===== src/rtl/dma_cfg_pkg.sv =====
// Package: shared constants, field positions and types for the DMA configuration bank.
// Assumes word addressing with a 4-bit address and 32-bit data.
package dma_cfg_pkg;
    localparam int DATA_W = 32;
    localparam int ADDR_W = 4;

    // Channel field widths
    localparam int TACT_W = 2;
    localparam int TSRC_W = 6;
    localparam int PRIO_W = 2;
    localparam int CMD_W  = 2;

    // CRC field widths
    localparam int CBEAT_W = 2;
    localparam int CPOLY_W = 2;
    localparam int CSRC_W  = 6;

    // Register addresses
    localparam logic [ADDR_W-1:0] A_GCTRL  = 4'd0;
    localparam logic [ADDR_W-1:0] A_DESC   = 4'd1;
    localparam logic [ADDR_W-1:0] A_WBACK  = 4'd2;
    localparam logic [ADDR_W-1:0] A_CRCCTL = 4'd3;
    localparam logic [ADDR_W-1:0] A_CRCSUM = 4'd4;
    localparam logic [ADDR_W-1:0] A_CHSEL  = 4'd5;
    localparam logic [ADDR_W-1:0] A_CHCTLA = 4'd6;
    localparam logic [ADDR_W-1:0] A_CHCTLB = 4'd7;

    // Global control bits
    localparam int G_SRST    = 0;
    localparam int G_DMAEN   = 1;
    localparam int G_CRCEN   = 2;
    localparam int G_LVL_LSB = 8;

    // Channel control A bits
    localparam int CA_SRST = 0;
    localparam int CA_EN   = 1;

    // Channel control B field positions
    localparam int B_TACT_LSB = 0;
    localparam int B_TSRC_LSB = B_TACT_LSB + TACT_W;
    localparam int B_PRIO_LSB = B_TSRC_LSB + TSRC_W;
    localparam int B_CMD_LSB  = B_PRIO_LSB + PRIO_W;
    localparam int CHB_W      = B_CMD_LSB + CMD_W;

    typedef struct packed {
        logic              en;
        logic [CMD_W-1:0]  cmd;
        logic [PRIO_W-1:0] prio;
        logic [TSRC_W-1:0] tsrc;
        logic [TACT_W-1:0] tact;
    } chan_cfg_t;

    typedef struct packed {
        logic [CSRC_W-1:0]  src;
        logic [CPOLY_W-1:0] poly;
        logic [CBEAT_W-1:0] beat;
    } crc_cfg_t;

    localparam int CRC_CFG_W = $bits(crc_cfg_t);
endpackage


===== src/rtl/dma_cfg_global.sv =====
// Module: global, CRC and channel-selector registers.
// Produces glob_clr, the qualified global software reset, which the channel
// banks use as a same-edge clear. Protection is judged on the held enables.
module dma_cfg_global
    import dma_cfg_pkg::*;
#(
    parameter int N_LVL = 4,
    parameter int CH_W  = 2
) (
    input  logic              clk,
    input  logic              rst_n,
    input  logic              wr_en,
    input  logic [ADDR_W-1:0] wr_addr,
    input  logic [DATA_W-1:0] wr_data,
    output logic              glob_clr,
    output logic              dma_en,
    output logic              crc_en,
    output logic [N_LVL-1:0]  lvl_en,
    output logic [DATA_W-1:0] desc_base,
    output logic [DATA_W-1:0] wb_base,
    output crc_cfg_t          crc_cfg,
    output logic [DATA_W-1:0] crc_sum,
    output logic [CH_W-1:0]   ch_sel
);
    logic wr_g;
    logic wr_desc;
    logic wr_wb;
    logic wr_cctl;
    logic wr_csum;
    logic wr_sel;

    // Decode each register's write and apply its lock
    always_comb begin
        wr_g    = wr_en && (wr_addr == A_GCTRL);
        wr_desc = wr_en && (wr_addr == A_DESC)   && !dma_en;
        wr_wb   = wr_en && (wr_addr == A_WBACK)  && !dma_en;
        wr_cctl = wr_en && (wr_addr == A_CRCCTL) && !crc_en;
        wr_csum = wr_en && (wr_addr == A_CRCSUM) && !crc_en;
        wr_sel  = wr_en && (wr_addr == A_CHSEL);
    end

    // Qualify global reset against enables held before this write
    assign glob_clr = wr_g && wr_data[G_SRST] && !dma_en && !crc_en;

    // Global enables and priority-level enables
    always_ff @(posedge clk) begin
        if (!rst_n || glob_clr) begin
            dma_en <= 1'b0;
            crc_en <= 1'b0;
            lvl_en <= '0;
        end else if (wr_g) begin
            dma_en <= wr_data[G_DMAEN];
            crc_en <= wr_data[G_CRCEN];
            lvl_en <= wr_data[G_LVL_LSB +: N_LVL];
        end
    end

    // Descriptor and write-back pointers, locked while DMA runs
    always_ff @(posedge clk) begin
        if (!rst_n || glob_clr) begin
            desc_base <= '0;
            wb_base   <= '0;
        end else begin
            if (wr_desc) desc_base <= wr_data;
            if (wr_wb)   wb_base   <= wr_data;
        end
    end

    // CRC setup and checksum, locked while CRC runs
    always_ff @(posedge clk) begin
        if (!rst_n || glob_clr) begin
            crc_cfg <= '0;
            crc_sum <= '0;
        end else begin
            if (wr_cctl) crc_cfg <= crc_cfg_t'(wr_data[CRC_CFG_W-1:0]);
            if (wr_csum) crc_sum <= wr_data;
        end
    end

    // Channel selector for indirect bank access
    always_ff @(posedge clk) begin
        if (!rst_n || glob_clr) begin
            ch_sel <= '0;
        end else if (wr_sel) begin
            ch_sel <= wr_data[CH_W-1:0];
        end
    end
endmodule


===== src/rtl/dma_cfg_chan.sv =====
// Module: one channel's register bank.
// Assumes bank_sel is high only for the channel the selector points at.
// Trigger fields are locked while enabled; command and priority are not.
module dma_cfg_chan
    import dma_cfg_pkg::*;
(
    input  logic              clk,
    input  logic              rst_n,
    input  logic              glob_clr,
    input  logic              bank_sel,
    input  logic              wr_en,
    input  logic [ADDR_W-1:0] wr_addr,
    input  logic [CHB_W-1:0]  wr_data,
    output chan_cfg_t         cfg
);
    logic wr_a;
    logic wr_b;
    logic ch_clr;

    // Decode writes aimed at this bank
    always_comb begin
        wr_a   = wr_en && bank_sel && (wr_addr == A_CHCTLA);
        wr_b   = wr_en && bank_sel && (wr_addr == A_CHCTLB);
        ch_clr = wr_a && wr_data[CA_SRST] && !cfg.en;
    end

    // Bank state with the partial lock and the local reset
    always_ff @(posedge clk) begin
        if (!rst_n || glob_clr || ch_clr) begin
            cfg <= '0;
        end else begin
            if (wr_a) cfg.en <= wr_data[CA_EN];
            if (wr_b) begin
                cfg.prio <= wr_data[B_PRIO_LSB +: PRIO_W];
                cfg.cmd  <= wr_data[B_CMD_LSB +: CMD_W];
                if (!cfg.en) begin
                    cfg.tact <= wr_data[B_TACT_LSB +: TACT_W];
                    cfg.tsrc <= wr_data[B_TSRC_LSB +: TSRC_W];
                end
            end
        end
    end
endmodule


===== src/rtl/dma_cfg_rdmux.sv =====
// Module: combinational read multiplexer.
// Assumes sel_cfg is already the selected channel's bank. Reset bits read 0.
module dma_cfg_rdmux
    import dma_cfg_pkg::*;
#(
    parameter int N_LVL = 4,
    parameter int CH_W  = 2
) (
    input  logic [ADDR_W-1:0] rd_addr,
    input  logic              dma_en,
    input  logic              crc_en,
    input  logic [N_LVL-1:0]  lvl_en,
    input  logic [DATA_W-1:0] desc_base,
    input  logic [DATA_W-1:0] wb_base,
    input  crc_cfg_t          crc_cfg,
    input  logic [DATA_W-1:0] crc_sum,
    input  logic [CH_W-1:0]   ch_sel,
    input  chan_cfg_t         sel_cfg,
    output logic [DATA_W-1:0] rd_data
);
    // Build the read word for the addressed register
    always_comb begin
        rd_data = '0;
        case (rd_addr)
            A_GCTRL: begin
                rd_data[G_DMAEN]             = dma_en;
                rd_data[G_CRCEN]             = crc_en;
                rd_data[G_LVL_LSB +: N_LVL]  = lvl_en;
            end
            A_DESC:   rd_data = desc_base;
            A_WBACK:  rd_data = wb_base;
            A_CRCCTL: rd_data[CRC_CFG_W-1:0] = crc_cfg;
            A_CRCSUM: rd_data = crc_sum;
            A_CHSEL:  rd_data[CH_W-1:0] = ch_sel;
            A_CHCTLA: rd_data[CA_EN] = sel_cfg.en;
            A_CHCTLB: begin
                rd_data[B_TACT_LSB +: TACT_W] = sel_cfg.tact;
                rd_data[B_TSRC_LSB +: TSRC_W] = sel_cfg.tsrc;
                rd_data[B_PRIO_LSB +: PRIO_W] = sel_cfg.prio;
                rd_data[B_CMD_LSB +: CMD_W]   = sel_cfg.cmd;
            end
            default: rd_data = '0;
        endcase
    end
endmodule


===== src/rtl/dma_cfg_regs.sv =====
// Module: top of the DMA configuration register bank.
// Connects the global registers, N_CH channel banks and the read mux, and
// flattens the configuration onto plain output vectors. Reset is synchronous.
module dma_cfg_regs
    import dma_cfg_pkg::*;
#(
    parameter int N_CH  = 4,
    parameter int N_LVL = 4
) (
    input  logic                     clk,
    input  logic                     rst_n,
    input  logic [ADDR_W-1:0]        bus_addr,
    input  logic                     bus_wr,
    input  logic [DATA_W-1:0]        bus_wdata,
    output logic [DATA_W-1:0]        bus_rdata,
    output logic                     dma_en,
    output logic                     crc_en,
    output logic [N_LVL-1:0]         lvl_en,
    output logic [DATA_W-1:0]        desc_base,
    output logic [DATA_W-1:0]        wb_base,
    output logic [CBEAT_W-1:0]       crc_beat,
    output logic [CPOLY_W-1:0]       crc_poly,
    output logic [CSRC_W-1:0]        crc_src,
    output logic [DATA_W-1:0]        crc_sum,
    output logic [N_CH-1:0]          ch_en,
    output logic [N_CH*TACT_W-1:0]   ch_tact,
    output logic [N_CH*TSRC_W-1:0]   ch_tsrc,
    output logic [N_CH*PRIO_W-1:0]   ch_prio,
    output logic [N_CH*CMD_W-1:0]    ch_cmd
);
    localparam int CH_W = (N_CH > 1) ? $clog2(N_CH) : 1;

    logic            glob_clr;
    logic [CH_W-1:0] ch_sel;
    crc_cfg_t        crc_cfg;
    chan_cfg_t       bank [N_CH];
    chan_cfg_t       sel_cfg;

    dma_cfg_global #(.N_LVL(N_LVL), .CH_W(CH_W)) u_global (
        .clk       (clk),
        .rst_n     (rst_n),
        .wr_en     (bus_wr),
        .wr_addr   (bus_addr),
        .wr_data   (bus_wdata),
        .glob_clr  (glob_clr),
        .dma_en    (dma_en),
        .crc_en    (crc_en),
        .lvl_en    (lvl_en),
        .desc_base (desc_base),
        .wb_base   (wb_base),
        .crc_cfg   (crc_cfg),
        .crc_sum   (crc_sum),
        .ch_sel    (ch_sel)
    );

    assign crc_beat = crc_cfg.beat;
    assign crc_poly = crc_cfg.poly;
    assign crc_src  = crc_cfg.src;

    for (genvar g = 0; g < N_CH; g++) begin : g_bank
        dma_cfg_chan u_chan (
            .clk      (clk),
            .rst_n    (rst_n),
            .glob_clr (glob_clr),
            .bank_sel (ch_sel == CH_W'(g)),
            .wr_en    (bus_wr),
            .wr_addr  (bus_addr),
            .wr_data  (bus_wdata[CHB_W-1:0]),
            .cfg      (bank[g])
        );
        assign ch_en[g]                       = bank[g].en;
        assign ch_tact[g*TACT_W +: TACT_W]    = bank[g].tact;
        assign ch_tsrc[g*TSRC_W +: TSRC_W]    = bank[g].tsrc;
        assign ch_prio[g*PRIO_W +: PRIO_W]    = bank[g].prio;
        assign ch_cmd[g*CMD_W +: CMD_W]       = bank[g].cmd;
    end

    // Pick the selected bank for read-back
    always_comb begin
        sel_cfg = '0;
        for (int i = 0; i < N_CH; i++) begin
            if (ch_sel == CH_W'(i)) sel_cfg = bank[i];
        end
    end

    dma_cfg_rdmux #(.N_LVL(N_LVL), .CH_W(CH_W)) u_rdmux (
        .rd_addr   (bus_addr),
        .dma_en    (dma_en),
        .crc_en    (crc_en),
        .lvl_en    (lvl_en),
        .desc_base (desc_base),
        .wb_base   (wb_base),
        .crc_cfg   (crc_cfg),
        .crc_sum   (crc_sum),
        .ch_sel    (ch_sel),
        .sel_cfg   (sel_cfg),
        .rd_data   (bus_rdata)
    );
endmodule


===== config.mk =====
export PLATFORM = sky130hd
export DESIGN_NAME = dma_cfg_regs
export DESIGN_NICKNAME = d
export VERILOG_FILES = /design/src/rtl/dma_cfg_pkg.sv /design/src/rtl/dma_cfg_global.sv /design/src/rtl/dma_cfg_chan.sv /design/src/rtl/dma_cfg_rdmux.sv /design/src/rtl/dma_cfg_regs.sv
export SDC_FILE = /design/constraint.sdc
export NUM_CORES = 1
export LEC_CHECK = 0
export BUFFER_PORTS_ARGS = -buffer_cell sky130_fd_sc_hd__buf_2
export CORE_ASPECT_RATIO = 0.9
export CORE_MARGIN = 2
export CORE_UTILIZATION = 52
export CTS_BUF_LIST = sky130_fd_sc_hd__clkbuf_4 sky130_fd_sc_hd__clkbuf_8
export CTS_CLUSTER_DIAMETER = 50
export DETAILED_ROUTE_END_ITERATION = 12
export PLACE_DENSITY_LB_ADDON = 0.1
export SKIP_CTS_REPAIR_TIMING = 1
export SLEW_MARGIN = 20
export SYNTH_ARGS = -nofsm -noshare
export SYNTH_HDL_FRONTEND = slang
export SYNTH_SLANG_ARGS = --single-unit

===== constraint.sdc =====
create_clock -name clk -period 3.5 [get_ports clk]
set_input_delay 1.05 -clock clk [delete_from_list [all_inputs] [get_ports clk]]
set_output_delay 1.05 -clock clk [all_outputs]
set_load 0.02 [all_outputs]

# Word-level counts from Yosys, hierarchy flattened
# Cells that the tools add are included.
[totals]
ff_bits = 166
word_cells = 106
[op_classes]
eq_ne = 10
muxes = 11
bitwise_logic = 4
n_reduce_logical = 51
[ops]
columns = ["op", "n"]
rows = [
  ["$pmux 20 s3", 1],
  ["$mux 13", 4],
  ["$logic_and 1x1->1", 33],
  ["$pmux 5 s5", 1],
  ["$eq 4x3->1 const B", 4],
  ["$pmux 1 s6", 2],
  ["$pmux 2 s6", 1],
  ["$pmux 2 s5", 1],
  ["$eq 4x2->1 const B", 2],
  ["$pmux 1 s8", 1],
  ["$reduce_and 2->1", 4],
  ["$logic_not 1->1", 7],
  ["$logic_or 1x1->1", 5],
  ["$eq 2x2->1 const B", 2],
  ["$eq 4x1->1 const B", 1],
  ["$logic_not 4->1", 1],
  ["$not 1->1", 4],
  ["$eq 2x1->1 const B", 1],
  ["$logic_not 2->1", 1],
]

# Depth between registers and ports, before layout
[depth]
ltp_word = 7
depth_mapped = 7
mapped_depth_nobuf = 4

# Modules after synthesis
# Synthesis repeated with hierarchy kept, for this count alone.
[hier_totals]
hier_cells = 957
area_unflattened_um2 = 8060.2
[by_module_without_submodules]
columns = ["mod", "instances", "cells_each", "area_per_inst_um2"]
rows = [
  ["dma_cfg_global", 1, 533, 4393.0],
  ["dma_cfg_chan", 4, 70, 590.6],
  ["dma_cfg_rdmux", 1, 123, 920.9],
  ["dma_cfg_regs", 1, 21, 384.1],
]

# Worst setup path after synthesis
# OpenSTA, ideal clock, no wires.
[synth_timing]
path_type = "input -> output"
startpoint = "input bus_addr[1]"
endpoint = "output bus_rdata[2]"
arrival_ns = 2.309
setup_slack_ns = 0.141
path_stages = 5
cell_sequence = "buf_4 -> nor4_1 -> clkbuf_1 -> a222oi_1 -> nand3_1"
[synth_via]
elab_chain_cells = 2
word_cells_on_any_way = 7
cone_classes = "eq/ne: 5; mux: 1; reduce/logical: 1"
[synth_lines]
columns = ["element", "line_no", "rtl"]
rows = [
  ["start: declaration", "dma_cfg_regs.sv:12", "input logic [ADDR_W-1:0] bus_addr,"],
  ["$eq 4x3->1 (tied with other cells)", "dma_cfg_rdmux.sv:24", "case (rd_addr)"],
  ["$pmux 1 s6 *", "dma_cfg_rdmux.sv:24", ""],
  ["end: declaration", "dma_cfg_regs.sv:15", "output logic [DATA_W-1:0] bus_rdata,"],
]
# Every way passes the cells marked *; elsewhere a longest branch is shown, timed or not.

# Final worst setup path
[layout_timing]
startpoint = "input bus_addr[2]"
endpoint = "output bus_rdata[27]"
[layout_via]
elab_chain_cells = 2
word_cells_on_any_way = 4
cone_classes = "eq/ne: 3; mux: 1"
[layout_lines]
columns = ["element", "line_no"]
rows = [
  ["$eq 4x3->1 (tied with other cells)", "dma_cfg_rdmux.sv:24"],
  ["$pmux 20 s3 *", "dma_cfg_rdmux.sv:24"],
]
# Marks and branches as above.

==> metrics.md <==
| Metric | Value |
|---|---|
| Number of distinct library cells after synthesis | `47` |
| H-tree depth reported by CTS | `4` |
| Kind of path behind the tightest hold check | `reg -> reg` |
| Netlist area before placement | `0.00721 mm²` |
| Clock latency on the worst-skew pair | `0.46 ns` |
| Final Hold Viols | `0` |
| Buffer type at the clock tree root | `sky130_fd_sc_hd__clkbuf_8` |
| Arrival time worst endpoint | `2.32 ns` |
| Antenna diode instance count | `0` |
| Die footprint | `0.0148 mm²` |
| Clock sink count | `166` |
| Post-DR vias/cell | `around 5.6` |
| LEAKAGE | `3.93 nW` |
| Buffers from clock root to sink, at most | `2` |
| Top-area cell type share of the netlist area | `0.461` |
| Antenna viol nets, final | `0` |
| Horizontal die dimension | `roughly 130 µm` |
| Internal Dissipation | `2.71 mW` |
| Seq/Total Area, Yosys | `0.461` |
| Combinational family with the most area after synthesis | `simple AND/OR/NAND/NOR gates` |
| Count of filler cells inserted in the layout | `1148` |
| Final HPWL from detailed placement | `15300 µm` |
| Worst clock skew | `0.0126 ns` |
| CTS Buf Count | `17` |
| Final number of setup-violating endpoints | `0` |
| Number of global-route vias before repair | `6201` |
| Global-route wire length before repair | `33200 µm` |
| Register bit total from synthesis | `166` |
| Final routed wirelength across all metal layers | `21600 µm` |
| Net switching share of the total power | `0.250` |
| Number of nets at the end of the flow | `1103` |
| RSZ-0062 raised after global routing | `no` |
| TritonCTS clock tree | `built` |
| Tightest Pin Transition | `1.06 ns` |
| Detailed Routing Iterations Pass 1 | `8` |
| Fin Setup TNS | `0 ns` |
| Largest vdd supply drop | `0.000265 V` |
| Post-route total power | `approximately 3.6 mW` |
| Final routed DRC violation total | `0` |
| Switching power of the nets | `0.904 mW` |
| Layout cell share with drive strength beyond 1 | `0.317` |
| XOR/XNOR Fraction of Synth Area | `0` |
| Setup Crit Path Kind | `in -> out` |
| Endpoint type of the worst setup path | `primary output` |
| Clock slew at reported path FFs | `around 0.080 ns` |
| Mapped Nets | `884` |
| Final cycle utilization of the critical path | `0.963` |
| # port buffers | `234` |
| Combined global-route utilization of all metal layers | `0.288` |
| Cell types occupying the most area after synthesis | `sky130_fd_sc_hd__dfxtp_1, sky130_fd_sc_hd__nand2_1, sky130_fd_sc_hd__a21oi_1` |
| Worst slew margin relative to its limit | `0.288` |
| Synthesized-area fraction occupied by adder cells | `0` |
| Fraction of power consumed by sequential logic | `0.531` |
| Initial drt markers | `684` |
| Final worst hold slack | `0.472 ns` |
| Average cell area after synthesis | `roughly 8.5 µm²` |
| Placement row count | `40` |
| Instance count of the mapped netlist | `845` |
| Critical-path maximum fanout | `19` |
| Outcome | `finished clean` |
| Final max-slew violation count | `0` |
| Crit start category | `input port` |
| # IOs | `235` |
| Biggest area consumer among synthesized cells | `sky130_fd_sc_hd__dfxtp_1` |
| Post-layout util | `0.677` |
| Final critical-path required period | `3.37 ns` |
| Wire per inst | `17.3 µm` |
| Combinational share of power | `0.074` |
| Global placement routability congestion | `0.899` |
| Antenna violations before repair | `0` |
| Relative area change from synthesis to final layout | `26.4%` |
| Fraction of registers with async set/reset | `0` |
| Post-synthesis compound-gate area fraction | `0.148` |
| Initial Utilization | `0.536` |
| Maximum frequency from static timing analysis | `297 MHz` |
| EDFF count, synth | `0` |
| Data required time of the critical path | `2.45 ns` |
| Most used flip-flop cell after synthesis | `sky130_fd_sc_hd__dfxtp_1` |
| Proportion of synthesized area in mux cells | `0.114` |
| Clk pwr share | `0.395` |
| Power density over the cells | `just under 400 mW/mm²` |
| Total via count after detailed routing | `between 6000 and 7000` |
| Maxcap violations | `0` |
| Warnings, synthesis | `0` |
| Core ar. | `0.0135 mm²` |
| Maximum number of pins on one net before global-route repair | `39` |
| Residual overflow from global routing | `0` |
| Height of the die | `approximately 120 µm` |
| Simple-gate area share of the yosys netlist | `0.217` |
## placed cells by master (no fill, tap or decap), drive strengths merged, types with 2 or more instances in the layout
cell type	Yosys	final
clkinvlp	0	3
mux2i	54	54
nor3	9	9
clkinv	0	3
buf	35	273
mux4	11	11
dfxtp	166	166
and2	3	3
nand3	26	26
a22oi	17	17
nand2b	4	4
a21oi	114	114
nor4	6	6
inv	21	23
o31ai	4	4
mux2	3	3
bufinv	0	2
o211ai	2	2
nand2	229	229
clkbuf	39	23
nor2b	5	5
nor2	53	53
a222oi	24	24
nor4b	4	4
o21ai	4	4
## final timing paths
check / cells past startpoint / start / to / slack, ns
setup / recovery: 7 / bus_addr[2] / bus_rdata[27] / 0.13
hold / removal: 2 / u_global.lvl_en[2]$_SDFFE_PP0N_ / u_global.lvl_en[2]$_SDFFE_PP0N_ / 0.47
hold reg to reg: 2 / u_global.lvl_en[2]$_SDFFE_PP0N_ / u_global.lvl_en[2]$_SDFFE_PP0N_ / 0.47
setup reg to reg: 5 / u_global.ch_sel[1]$_SDFFE_PP0P_ / g_bank[0].u_chan.cfg[6]$_SDFFE_PP0P_ / 1.31
## per-layer routing
| layer | routed length (µm) | GRT usage |
|---|---|---|
| met1 | 9900 | 0.404 |
| met2 | 9760 | 0.449 |
| met3 | 1550 | 0.0628 |
| met4 | 371 | 0.0886 |
| met5 | 0 | 0 |
## stage by stage
| stage | setup WS, ns | std cells | cell area, µm² |
|---|---|---|---|
| 2_1_floorplan | 0.141 | 845 | 7210 |
| 3_3_place_gp | 0.120 | 1213 | 8680 |
| 3_5_place_dp | 0.0950 | 1213 | 8680 |
| 4_1_cts | 0.0302 | 1245 | 9100 |
| 5_1_grt | 0.0392 | 1245 | 9120 |
| 6_report | 0.130 | 1245 | 9120 |
## cell type report
cell class	count	area [µm²]	share of cell area
Sequential cell	166	3320	0.365
Inverter	21	78.8	0.00865
Timing Repair Buffer	274	1570	0.173
Clock buffer	22	297	0.0325
Tap cell	168	210	0.0231
Multi-Input combinational cell	584	3510	0.385
Clock inverter	10	119	0.0130
## Yosys cell counts, types with 4 or more instances
cell type / n
sky130_fd_sc_hd__a22oi_1: 17
sky130_fd_sc_hd__a222oi_1: 24
sky130_fd_sc_hd__dfxtp_1: 166
sky130_fd_sc_hd__nand2b_1: 4
sky130_fd_sc_hd__nor2b_1: 5
sky130_fd_sc_hd__clkbuf_1: 39
sky130_fd_sc_hd__buf_4: 13
sky130_fd_sc_hd__nor3_1: 5
sky130_fd_sc_hd__inv_1: 21
sky130_fd_sc_hd__nor2_1: 53
sky130_fd_sc_hd__a21oi_1: 114
sky130_fd_sc_hd__nand2_1: 228
sky130_fd_sc_hd__mux4_2: 11
sky130_fd_sc_hd__mux2i_1: 54
sky130_fd_sc_hd__buf_2: 19
sky130_fd_sc_hd__nand3_1: 26
## flip-flops by register name, summed over array words and instances, names as in the netlist
| register | flops |
|---|---|
| g_bank.u_chan.cfg | 52 |
| u_global.crc_sum | 32 |
| u_global.desc_base | 32 |
| u_global.wb_base | 32 |
| u_global.crc_cfg | 10 |
| u_global.lvl_en | 4 |
| u_global.ch_sel | 2 |
| u_global.crc_en | 1 |
| u_global.dma_en | 1 |
## critical path, cell delays in order
cell,delay [ns]
sky130_fd_sc_hd__buf_2,0.17
sky130_fd_sc_hd__nor4b_4,0.15
sky130_fd_sc_hd__buf_4,0.14
sky130_fd_sc_hd__buf_4,0.20
sky130_fd_sc_hd__a222oi_1,0.37
sky130_fd_sc_hd__inv_1,0.06
sky130_fd_sc_hd__buf_2,0.16
## power groups by stage
stage,sequential [mW],combinational (mW),clock [mW]
after floorplan,1.98,0.138,0
after global placement,1.97,0.260,0
after detailed placement,1.97,0.261,0
after CTS,1.92,0.262,1.45
after global routing,1.93,0.285,1.54
final,1.92,0.266,1.43
## kinds of logic after synthesis
family                 count (synthesis)
buffers and inverters                 95
AOI/OAI and AO/OA                    170
muxes                                 68
and+or+nand+nor                      346
DFF                                  166
Note: power is estimated with default switching activity, not from simulation.
